File: config.mk
export PLATFORM = sky130hd
export DESIGN_NAME = gpx_ctrl
export DESIGN_NICKNAME = d
export VERILOG_FILES = /design/src/rtl/gpx_pkg.sv /design/src/rtl/gpx_sync.sv /design/src/rtl/gpx_bank.sv /design/src/rtl/gpx_ctrl.sv
export SDC_FILE = /design/constraint.sdc
export NUM_CORES = 1
export LEC_CHECK = 0
export BUFFER_PORTS_ARGS = -buffer_cell sky130_fd_sc_hd__buf_2
export CAP_MARGIN = 5
export CORE_ASPECT_RATIO = 0.5
export CORE_MARGIN = 2
export CORE_UTILIZATION = 52
export CTS_CLUSTER_SIZE = 24
export DETAILED_ROUTE_END_ITERATION = 8
export GPL_TIMING_DRIVEN = 0
export PLACE_DENSITY_LB_ADDON = 0.05
export SETUP_SLACK_MARGIN = 0.2
export SYNTH_ARGS = -nofsm -noshare
export SYNTH_HDL_FRONTEND = slang
export SYNTH_SLANG_ARGS = --single-unit
File: constraint.sdc
create_clock -name clk -period 1.55 [get_ports clk]
set_input_delay 0.0775 -clock clk [delete_from_list [all_inputs] [get_ports clk]]
set_output_delay 0.0775 -clock clk [all_outputs]
set_load 0.01 [all_outputs]
File: src/rtl/gpx_pkg.sv
package gpx_pkg;

    localparam int BANK_W = 32;
    localparam int NKIND  = 11;

    typedef enum logic [3:0] {
        K_SET  = 4'd0,
        K_CLR  = 4'd1,
        K_OUT  = 4'd2,
        K_IN   = 4'd3,
        K_OE   = 4'd4,
        K_ST   = 4'd5,
        K_IE   = 4'd6,
        K_ID   = 4'd7,
        K_ALT0 = 4'd8,
        K_ALT1 = 4'd9,
        K_MODE = 4'd10
    } kind_e;

    // read-back view of one bank
    typedef struct packed {
        logic [BANK_W-1:0] mode;
        logic [BANK_W-1:0] alt1;
        logic [BANK_W-1:0] alt0;
        logic [BANK_W-1:0] ident;
        logic [BANK_W-1:0] ie;
        logic [BANK_W-1:0] st;
        logic [BANK_W-1:0] oe;
        logic [BANK_W-1:0] din;
        logic [BANK_W-1:0] out;
    } bank_view_t;

    function automatic int bank_count(int npins);
        return 1 + (npins - 1) / BANK_W;
    endfunction

    // bits of bank b that correspond to real pins
    function automatic logic [BANK_W-1:0] bank_mask(int npins, int b);
        int left;
        left = npins - BANK_W * b;
        if (left >= BANK_W)
            return '1;
        else if (left <= 0)
            return '0;
        else
            return (32'd1 << left) - 32'd1;
    endfunction

endpackage

File: src/rtl/gpx_sync.sv
module gpx_sync #(
    parameter int W      = 32,
    parameter int STAGES = 2
) (
    input  logic         clk,
    input  logic         rst,
    input  logic [W-1:0] d,
    output logic [W-1:0] q
);
    logic [W-1:0] stage_q [STAGES];

    always_ff @(posedge clk) begin
        if (rst) begin
            for (int i = 0; i < STAGES; i++)
                stage_q[i] <= '0;
        end else begin
            stage_q[0] <= d;
            for (int i = 1; i < STAGES; i++)
                stage_q[i] <= stage_q[i-1];
        end
    end

    assign q = stage_q[STAGES-1];
endmodule

File: src/rtl/gpx_bank.sv
module gpx_bank
    import gpx_pkg::*;
#(
    parameter logic [BANK_W-1:0] VALID       = '1,
    parameter int                SYNC_STAGES = 2
) (
    input  logic              clk,
    input  logic              rst,
    input  logic [NKIND-1:0]  wr_kind,
    input  logic [BANK_W-1:0] wdata,
    input  logic [BANK_W-1:0] raw_in,
    output bank_view_t        view
);
    logic [BANK_W-1:0] din_s, din_d;
    logic [BANK_W-1:0] out_q, oe_q, st_q, ie_q, a0_q, a1_q, mode_q;
    logic [BANK_W-1:0] wmask, evt, st_clr;

    gpx_sync #(.W(BANK_W), .STAGES(SYNC_STAGES)) u_sync (
        .clk (clk),
        .rst (rst),
        .d   (raw_in & VALID),
        .q   (din_s)
    );

    assign wmask  = wdata & VALID;
    // level pins fire while high, edge pins fire on any change
    assign evt    = ((mode_q & din_s) | (~mode_q & (din_s ^ din_d))) & VALID;
    assign st_clr = wr_kind[K_ST] ? wmask : '0;

    always_ff @(posedge clk) begin
        if (rst) begin
            din_d  <= '0;
            out_q  <= '0;
            oe_q   <= '0;
            st_q   <= '0;
            ie_q   <= '0;
            a0_q   <= '0;
            a1_q   <= '0;
            mode_q <= '0;
        end else begin
            din_d <= din_s;
            if (wr_kind[K_SET])
                out_q <= out_q | wmask;
            else if (wr_kind[K_CLR])
                out_q <= out_q & ~wmask;
            if (wr_kind[K_OE])   oe_q   <= wmask;
            if (wr_kind[K_IE])   ie_q   <= wmask;
            if (wr_kind[K_ALT0]) a0_q   <= wmask;
            if (wr_kind[K_ALT1]) a1_q   <= wmask;
            if (wr_kind[K_MODE]) mode_q <= wmask;
            st_q <= (st_q & ~st_clr) | evt;
        end
    end

    always_comb begin
        view.out   = out_q;
        view.din   = din_s;
        view.oe    = oe_q;
        view.st    = st_q;
        view.ie    = ie_q;
        view.ident = st_q & ie_q;
        view.alt0  = a0_q;
        view.alt1  = a1_q;
        view.mode  = mode_q;
    end
endmodule

File: src/rtl/gpx_ctrl.sv
module gpx_ctrl
    import gpx_pkg::*;
#(
    parameter int NPINS       = 64,
    parameter int ADDR_W      = 8,
    parameter int SYNC_STAGES = 2
) (
    input  logic                clk,
    input  logic                rst,
    input  logic                bus_we,
    input  logic [ADDR_W-1:0]   bus_addr,
    input  logic [31:0]         bus_wdata,
    output logic [31:0]         bus_rdata,
    input  logic [NPINS-1:0]    pin_in,
    output logic [NPINS-1:0]    pin_out,
    output logic [NPINS-1:0]    pin_oe,
    output logic [2*NPINS-1:0]  pin_func,
    output logic                irq
);
    localparam int NB   = bank_count(NPINS);
    localparam int WW   = ADDR_W - 2;
    localparam int PADW = BANK_W * NB;

    logic [WW-1:0]   word_idx, kind_idx, bank_idx;
    logic [PADW-1:0] in_pad, out_pad, oe_pad, a0_pad, a1_pad, id_pad;
    bank_view_t      views [NB];
    bank_view_t      sel;

    assign word_idx = bus_addr[ADDR_W-1:2];
    assign kind_idx = word_idx / WW'(NB);
    assign bank_idx = word_idx % WW'(NB);
    assign in_pad   = PADW'(pin_in);

    for (genvar b = 0; b < NB; b++) begin : g_bank
        logic [NKIND-1:0] we_k;
        always_comb begin
            for (int k = 0; k < NKIND; k++)
                we_k[k] = bus_we && (bank_idx == WW'(b)) && (kind_idx == WW'(k));
        end

        gpx_bank #(
            .VALID       (bank_mask(NPINS, b)),
            .SYNC_STAGES (SYNC_STAGES)
        ) u_bank (
            .clk     (clk),
            .rst     (rst),
            .wr_kind (we_k),
            .wdata   (bus_wdata),
            .raw_in  (in_pad[BANK_W*b +: BANK_W]),
            .view    (views[b])
        );

        assign out_pad[BANK_W*b +: BANK_W] = views[b].out;
        assign oe_pad [BANK_W*b +: BANK_W] = views[b].oe;
        assign a0_pad [BANK_W*b +: BANK_W] = views[b].alt0;
        assign a1_pad [BANK_W*b +: BANK_W] = views[b].alt1;
        assign id_pad [BANK_W*b +: BANK_W] = views[b].ident;
    end

    assign pin_out = out_pad[NPINS-1:0];
    assign pin_oe  = oe_pad[NPINS-1:0];
    assign irq     = |id_pad;

    for (genvar n = 0; n < NPINS; n++) begin : g_func
        assign pin_func[2*n +: 2] = {a1_pad[n], a0_pad[n]};
    end

    always_comb begin
        sel = '0;
        for (int b = 0; b < NB; b++)
            if (bank_idx == WW'(b))
                sel = views[b];
    end

    always_comb begin
        case (kind_idx)
            WW'(K_OUT):  bus_rdata = sel.out;
            WW'(K_IN):   bus_rdata = sel.din;
            WW'(K_OE):   bus_rdata = sel.oe;
            WW'(K_ST):   bus_rdata = sel.st;
            WW'(K_IE):   bus_rdata = sel.ie;
            WW'(K_ID):   bus_rdata = sel.ident;
            WW'(K_ALT0): bus_rdata = sel.alt0;
            WW'(K_ALT1): bus_rdata = sel.alt1;
            WW'(K_MODE): bus_rdata = sel.mode;
            default:     bus_rdata = '0;
        endcase
    end
endmodule

* Yosys cells after proc, flatten, opt, wreduce, memory -nomap -nowiden
Memory sizes are Yosys's and may differ from the RTL's.
Index checks and enable logic that the tools add are counted.
** Cells by class
- Equality and inequality tests :: 10
- Mux-type cells :: 16
- Bitwise operators :: 27
- Reduce and logical (&&, ||, !) cells :: 23
** Operator list (number)
- 288-bit two-way mux :: 2
- 32-bit AND :: 10
- 32-bit two-way mux :: 10
- 32-bit case mux with 9 select lines :: 1
- 32-bit bitwise OR :: 6
- 32-bit inverter :: 5
- 64-bit OR reduction :: 1
- 32-bit bitwise XOR :: 2
- 5-bit by 3-bit equality test with 1-bit output, second input constant :: 4
- 1-bit logical AND :: 18
- 5-bit by 4-bit equality test with 1-bit output, second input constant :: 3
- 6-bit zero test :: 2
- 5-bit by 2-bit equality test with 1-bit output, second input constant :: 2
- 5-bit by 1-bit equality test with 1-bit output, second input constant :: 1
- 1-bit bitwise OR :: 4
- 2-bit nonzero test :: 2
- 1-bit two-way mux :: 3
** Word-level totals
- Bits in registers :: 512
- Bits in writable memories :: 128
- Input port bits :: 107
- Output and inout bits :: 289
- Word-level logic and storage cells :: 94
- Memories :: 2
** Memories
- g_bank[0].u_bank.u_sync.stage_q :: depth 2, bits a word 32, read ports 2, clocked after memory_dff 0, wr ports 2, RTL line gpx_sync.sv:10 : logic [W-1:0] stage_q [STAGES];
- g_bank[1].u_bank.u_sync.stage_q :: depth 2, bits a word 32, read ports 2, clocked after memory_dff 0, wr ports 2, RTL line gpx_sync.sv:10

* Depth between registers and ports, before layout
- Depth in word-level cells :: 7
- Gate-level depth with buffers :: 8
- Depth with buffers taken out :: 4

* Cells and area by module
From an unflattened synthesis, not the netlist that was laid out.
** Unflattened totals
- Cell total of the unflattened synthesis :: 2927
- Area, all modules :: 29235.5 um^2
** By module, submodules not included
- gpx_bank :: times used 2, cells each 989, area each 9945.8 um^2, sequential area each 5124.9 um^2
- gpx_ctrl :: times used 1, cells each 615, area each 5027.3 um^2, sequential area each 0.0 um^2
- gpx_sync :: times used 2, cells each 167, area each 2158.3 um^2, sequential area each 1281.2 um^2

* Worst setup path after synthesis
Ideal clock, no wire load.
- Kind :: input to output
- Start point :: input port bus_addr[2]
- End point :: output port bus_rdata[1]
- Data arrival time :: 1.722 ns
- Required time :: 1.472 ns
- Path slack :: -0.249 ns
- Stages :: 6
- Path buffers :: 3
- Cells stage by stage :: buf_6 > buf_2 > buf_1 > mux2i_1 > o22ai_1 > or4_1
** On the way
- Longest elaborated chain between the ends :: 4
** Ends and longest elaborated chain
- from (decl) :: RTL line gpx_ctrl.sv:11 : input logic [ADDR_W-1:0] bus_addr,
- 6-bit zero test :: RTL line gpx_ctrl.sv:71 : if (bank_idx == WW'(b))
- 288-bit two-way mux :: RTL line gpx_ctrl.sv:71
- 288-bit two-way mux * :: RTL line gpx_ctrl.sv:71
- 32-bit case mux with 9 select lines * :: RTL line gpx_ctrl.sv:76 : case (kind_idx)
- to (decl) :: RTL line gpx_ctrl.sv:13 : output logic [31:0] bus_rdata,
Mark *: on every way between the ends. The rest lies on a longest branch, timed or not.

* Worst setup path after layout
- Start point :: register g_bank[0].u_bank.oe_q[15]
- End point :: output port bus_rdata[15]
** On the way
- Longest elaborated chain between the ends :: 3
** Ends and longest elaborated chain
- from (decl) :: RTL line gpx_bank.sv:15 : logic [BANK_W-1:0] out_q, oe_q, st_q, ie_q, a0_q, a1_q, mode_q;
- from (signal assigned) :: RTL line gpx_bank.sv:46 : if (wr_kind[K_OE]) oe_q <= wmask;
- 288-bit two-way mux (2 in a row) :: RTL line gpx_ctrl.sv:71
- 32-bit case mux with 9 select lines :: RTL line gpx_ctrl.sv:76
Every way passes these cells.

==> summary by stage <==
Synth
The cell area after technology mapping is 27,140 sq um. The fraction of the yosys area taken by sequential cells is 0.4720. Yosys mapped a number of flops with a built-in enable equal to 0. Counting flops and latches in the post-synthesis netlist gives 640.

The number of different library cells in the post-synthesis netlist is 44. The mean instance size in the synthesized netlist is 8.620 sq um. The share of async-settable or async-resettable flops after synthesis is 0. The number of nets produced by synthesis is 3,256.

Synthesis produced a netlist whose cell count is 3,149. The Yosys step of the flow raised 0 warnings. Among all flip-flop cells after synthesis, the most frequent one is sky130_fd_sc_hd__dfxtp_1.

Global route
The first global-routing pass estimated 171,000 microns of wire. Entering global routing, the biggest net connects 17 pins. The number of antenna violations at the first check in global routing is 3. After global routing the overflow that remains totals 0. The overall routing resource usage is 0.4416. The via count of the first global-routing pass was 24,337.

Run status
The run finished, with violations left. The final reports fail on setup timing.

Setup path
The arrival time at the worst endpoint is 2.31 ns. The worst setup path is captured at a primary output. The startpoint-to-endpoint class of the critical path is register to primary output. The kind of start point of the critical path is a register.

Along the worst path, the maximum fanout reaches 3. The required time of the worst setup path is 1.47 ns.

Power
The proportion of power drawn by the clock network is 0.433. Of the total power, the share spent switching nets is 0.2507. The combinational power share is 0.089. Of the total power, registers draw 0.479. The total net switching power is 8970 uW. For this design the static power due to leakage is 0.01421 uW. In this run the power density over the cells is 1036 nW/um^2. VDD sags by at most 917.9 uV. The internal power component is 26,810 uW.

Detailed routing
Using the TritonRoute via totals, the vias-per-cell ratio works out to 6.169. The number of DRC markers after the initial detailed-route iteration is 4,352. The first TritonRoute pass finished after 8 iterations. The final wirelength is 125,700 microns. Dividing the detail-routed wire length by the instance count gives 28.16 microns. For this run, design rule violations remaining after detail routing come to 0. The remaining number of nets flagged by the antenna check after routing is 0. The via count is 27,531.

Clocking
The clock sink count is 640. The CTS buffer count is 54. The clock insertion delay at the later pin of the skew report is 0.63 ns. The H-tree depth is 2. In this run the clock root is driven by a sky130_fd_sc_hd__clkbuf_16. The clock tree from TritonCTS is yes.

After clock tree synthesis, the clock-pin slew on the worst setup and hold paths is 0.07 ns. The number of buffers between clock root and the deepest sink is 3.

Final layout
In the layout the commonest cells are 684 x sky130_fd_sc_hd__nand2_1, 565 x sky130_fd_sc_hd__dfxtp_1, 418 x sky130_fd_sc_hd__buf_2. The library cell used most frequently in the layout, excluding fill and tap cells, is sky130_fd_sc_hd__nand2_1. The share of layout cells above drive strength 1 is 0.2460. Compared with the post-synthesis result, the final layout area differs by 27.23%. For this run, the share of the core covered by cells in the final layout is 0.6674. Once layout is complete, the cells apart from fillers number 4,463. The final layout contains 3,823 nets.

Timing
The final-report max-slew violation count came to 0. The actual transition at the worst max-transition pin is 1.425 ns. Across the routed clock network, the largest skew measured is 0.01740 ns.

Counting I/O delays and the setup requirement, the final critical path takes 2.383 ns. The max-slew headroom at the worst pin is 0.05005. Setup repair after global routing could not meet its margin everywhere. Setup violations remaining at the end of the flow were counted as 33. The fmax is 0.4196 GHz. The final worst-path cycle share is 1.538.

The count of endpoints failing hold in the final timing report is 0. The final worst setup slack is -0.8334 ns.

Floorplan
The die boundary height is 165.6 microns. The initial utilization of the core area, before any placement, comes to 0.5246. The I/O pin count is 396. In this run the core area contains 59 standard-cell rows. The floorplan step defined a die boundary enclosing 54,160 sq um. After floorplanning, the core was sized to cover 51,750 sq um. The chip width is 327.1 microns.

Hold path
The type of the tightest min-delay check is input pin to register.

Placement
The number of port buffers is 389. The detailed-placement wirelength estimate is 90,850 microns. The total placed cells including tap cells is 4,239. The final RePlAce weighted congestion is 1.044.

Run
The count of max-cap constraint violations is 0.
final cells by class:
type                    count  area [sq um]
fillers                  4349         17210
plain buffers             260          1693
clock buffers              79          1617
well taps                 701         877.1
multi-input cells        2217         13660
inverters                  32         120.1
diodes                      6         15.01
repair buffers            511          3301
flip-flops and latches    640         12910
clock inverters            17         339.1
critical path, stage by stage (launching register included):
cell                       delay (ns)
sky130_fd_sc_hd__dfxtp_1         0.35
sky130_fd_sc_hd__mux2i_2         0.28
sky130_fd_sc_hd__nor3_1          0.11
sky130_fd_sc_hd__a2111o_1        0.30
sky130_fd_sc_hd__or4_4           0.50
sky130_fd_sc_hd__buf_6           0.14
metrics by stage:
| step | total power (uW) | setup slack, ns | hold slack (ns) | cell area, sq um | setup TNS [ns] |
|---|---|---|---|---|---|
| after floorplan | 18850 | 0.03714 | 0.1872 | 27710 | 0 |
| after global placement | 20100 | -1.319 | 0.2846 | 30530 | -427.21 |
| after detailed placement | 20130 | -1.327 | 0.2891 | 30530 | -440.02 |
| after CTS | 35420 | -0.8267 | 0.06247 | 34180 | -23.45 |
| after global routing | 36430 | -0.8399 | 0.1087 | 34530 | -24.21 |
| final | 35780 | -0.8334 | 0.08082 | 34540 | -24.13 |
power by group through the flow:
stage / logic, uW / clock network [uW] / registers, uW
floorplan: 1490 / 0 / 17400
global placement: 2650 / 0 / 17500
detailed placement: 2670 / 0 / 17500
CTS: 2960 / 15400 / 17100
global route: 3200 / 16100 / 17200
finish: 3170 / 15500 / 17100
cell families after synthesis:
| kind of cell | count (synthesis) | synth area share |
|---|---|---|
| AO/OA/AOI/OAI | 715 | 0.1510 |
| XOR/XNOR | 64 | 0.02065 |
| buffers and inverters | 292 | 0.05066 |
| flip-flops | 640 | 0.4720 |
| AND/OR/NAND/NOR | 1182 | 0.2100 |
| multiplexers | 256 | 0.09564 |
state kept, by name, indices dropped and copies added (netlist names), named ones only:
register,flops
g_bank.u_bank.u_sync.stage_q,128
g_bank.u_bank.a0_q,64
g_bank.u_bank.a1_q,64
g_bank.u_bank.din_d,64
g_bank.u_bank.ie_q,64
g_bank.u_bank.mode_q,64
g_bank.u_bank.oe_q,64
g_bank.u_bank.st_q,64
worst paths after layout:
kind                                                    startpoint                                                end  slack [ns]  depth (start not counted)
hold reg to reg   g_bank[0].u_bank.u_sync.stage_q[0][0]$_SDFF_PP0_  g_bank[0].u_bank.u_sync.stage_q[0][32]$_SDFF_PP0_        0.43                          1
setup reg to reg          g_bank[1].u_bank.mode_q[19]$_SDFFE_PP0P_               g_bank[1].u_bank.st_q[19]$_SDFF_PP0_        0.28                          3
setup / recovery            g_bank[0].u_bank.oe_q[15]$_SDFFE_PP0P_                                      bus_rdata[15]       -0.83                          5
hold / removal                                         bus_addr[3]              g_bank[0].u_bank.a1_q[0]$_SDFFE_PP0P_        0.08                          6
cells in the mapped netlist (41+ instances only):
library cell | n | area, sq um
sky130_fd_sc_hd__clkbuf_1 | 135 | 506.7
sky130_fd_sc_hd__nand3_1 | 80 | 400.4
sky130_fd_sc_hd__buf_2 | 94 | 470.5
sky130_fd_sc_hd__dfxtp_1 | 640 | 12810
sky130_fd_sc_hd__mux2i_1 | 229 | 2292
sky130_fd_sc_hd__o21ai_0 | 91 | 455.4
sky130_fd_sc_hd__o22ai_1 | 92 | 575.6
sky130_fd_sc_hd__a21oi_1 | 416 | 2082
sky130_fd_sc_hd__nor3_1 | 41 | 205.2
sky130_fd_sc_hd__nor2b_1 | 259 | 1620
sky130_fd_sc_hd__xnor2_1 | 64 | 560.5
sky130_fd_sc_hd__nand2_1 | 694 | 2605
per-layer routing:
metal / share of wire / vias to the layer above / GRT usage / routed length (microns)
met4: 0.039 / 6 / 0.1558 / 4925
met1: 0.39 / 13215 / 0.5881 / 49530
li1: - / 11924 / - / -
met5: 0.0028 / - / 0.04529 / 354
met2: 0.41 / 2024 / 0.6270 / 50980
met3: 0.16 / 362 / 0.1949 / 19900
timing repair:
item                       in CTS  in global routing
pin swaps                      14                 17
resized for setup             202                 98
setup endpoints to repair     454                300
setup buffers                  19                  7
hold endpoints to repair      215                  0
hold buffers                   96                  0
No activity file was read; power rests on OpenSTA's default activity.
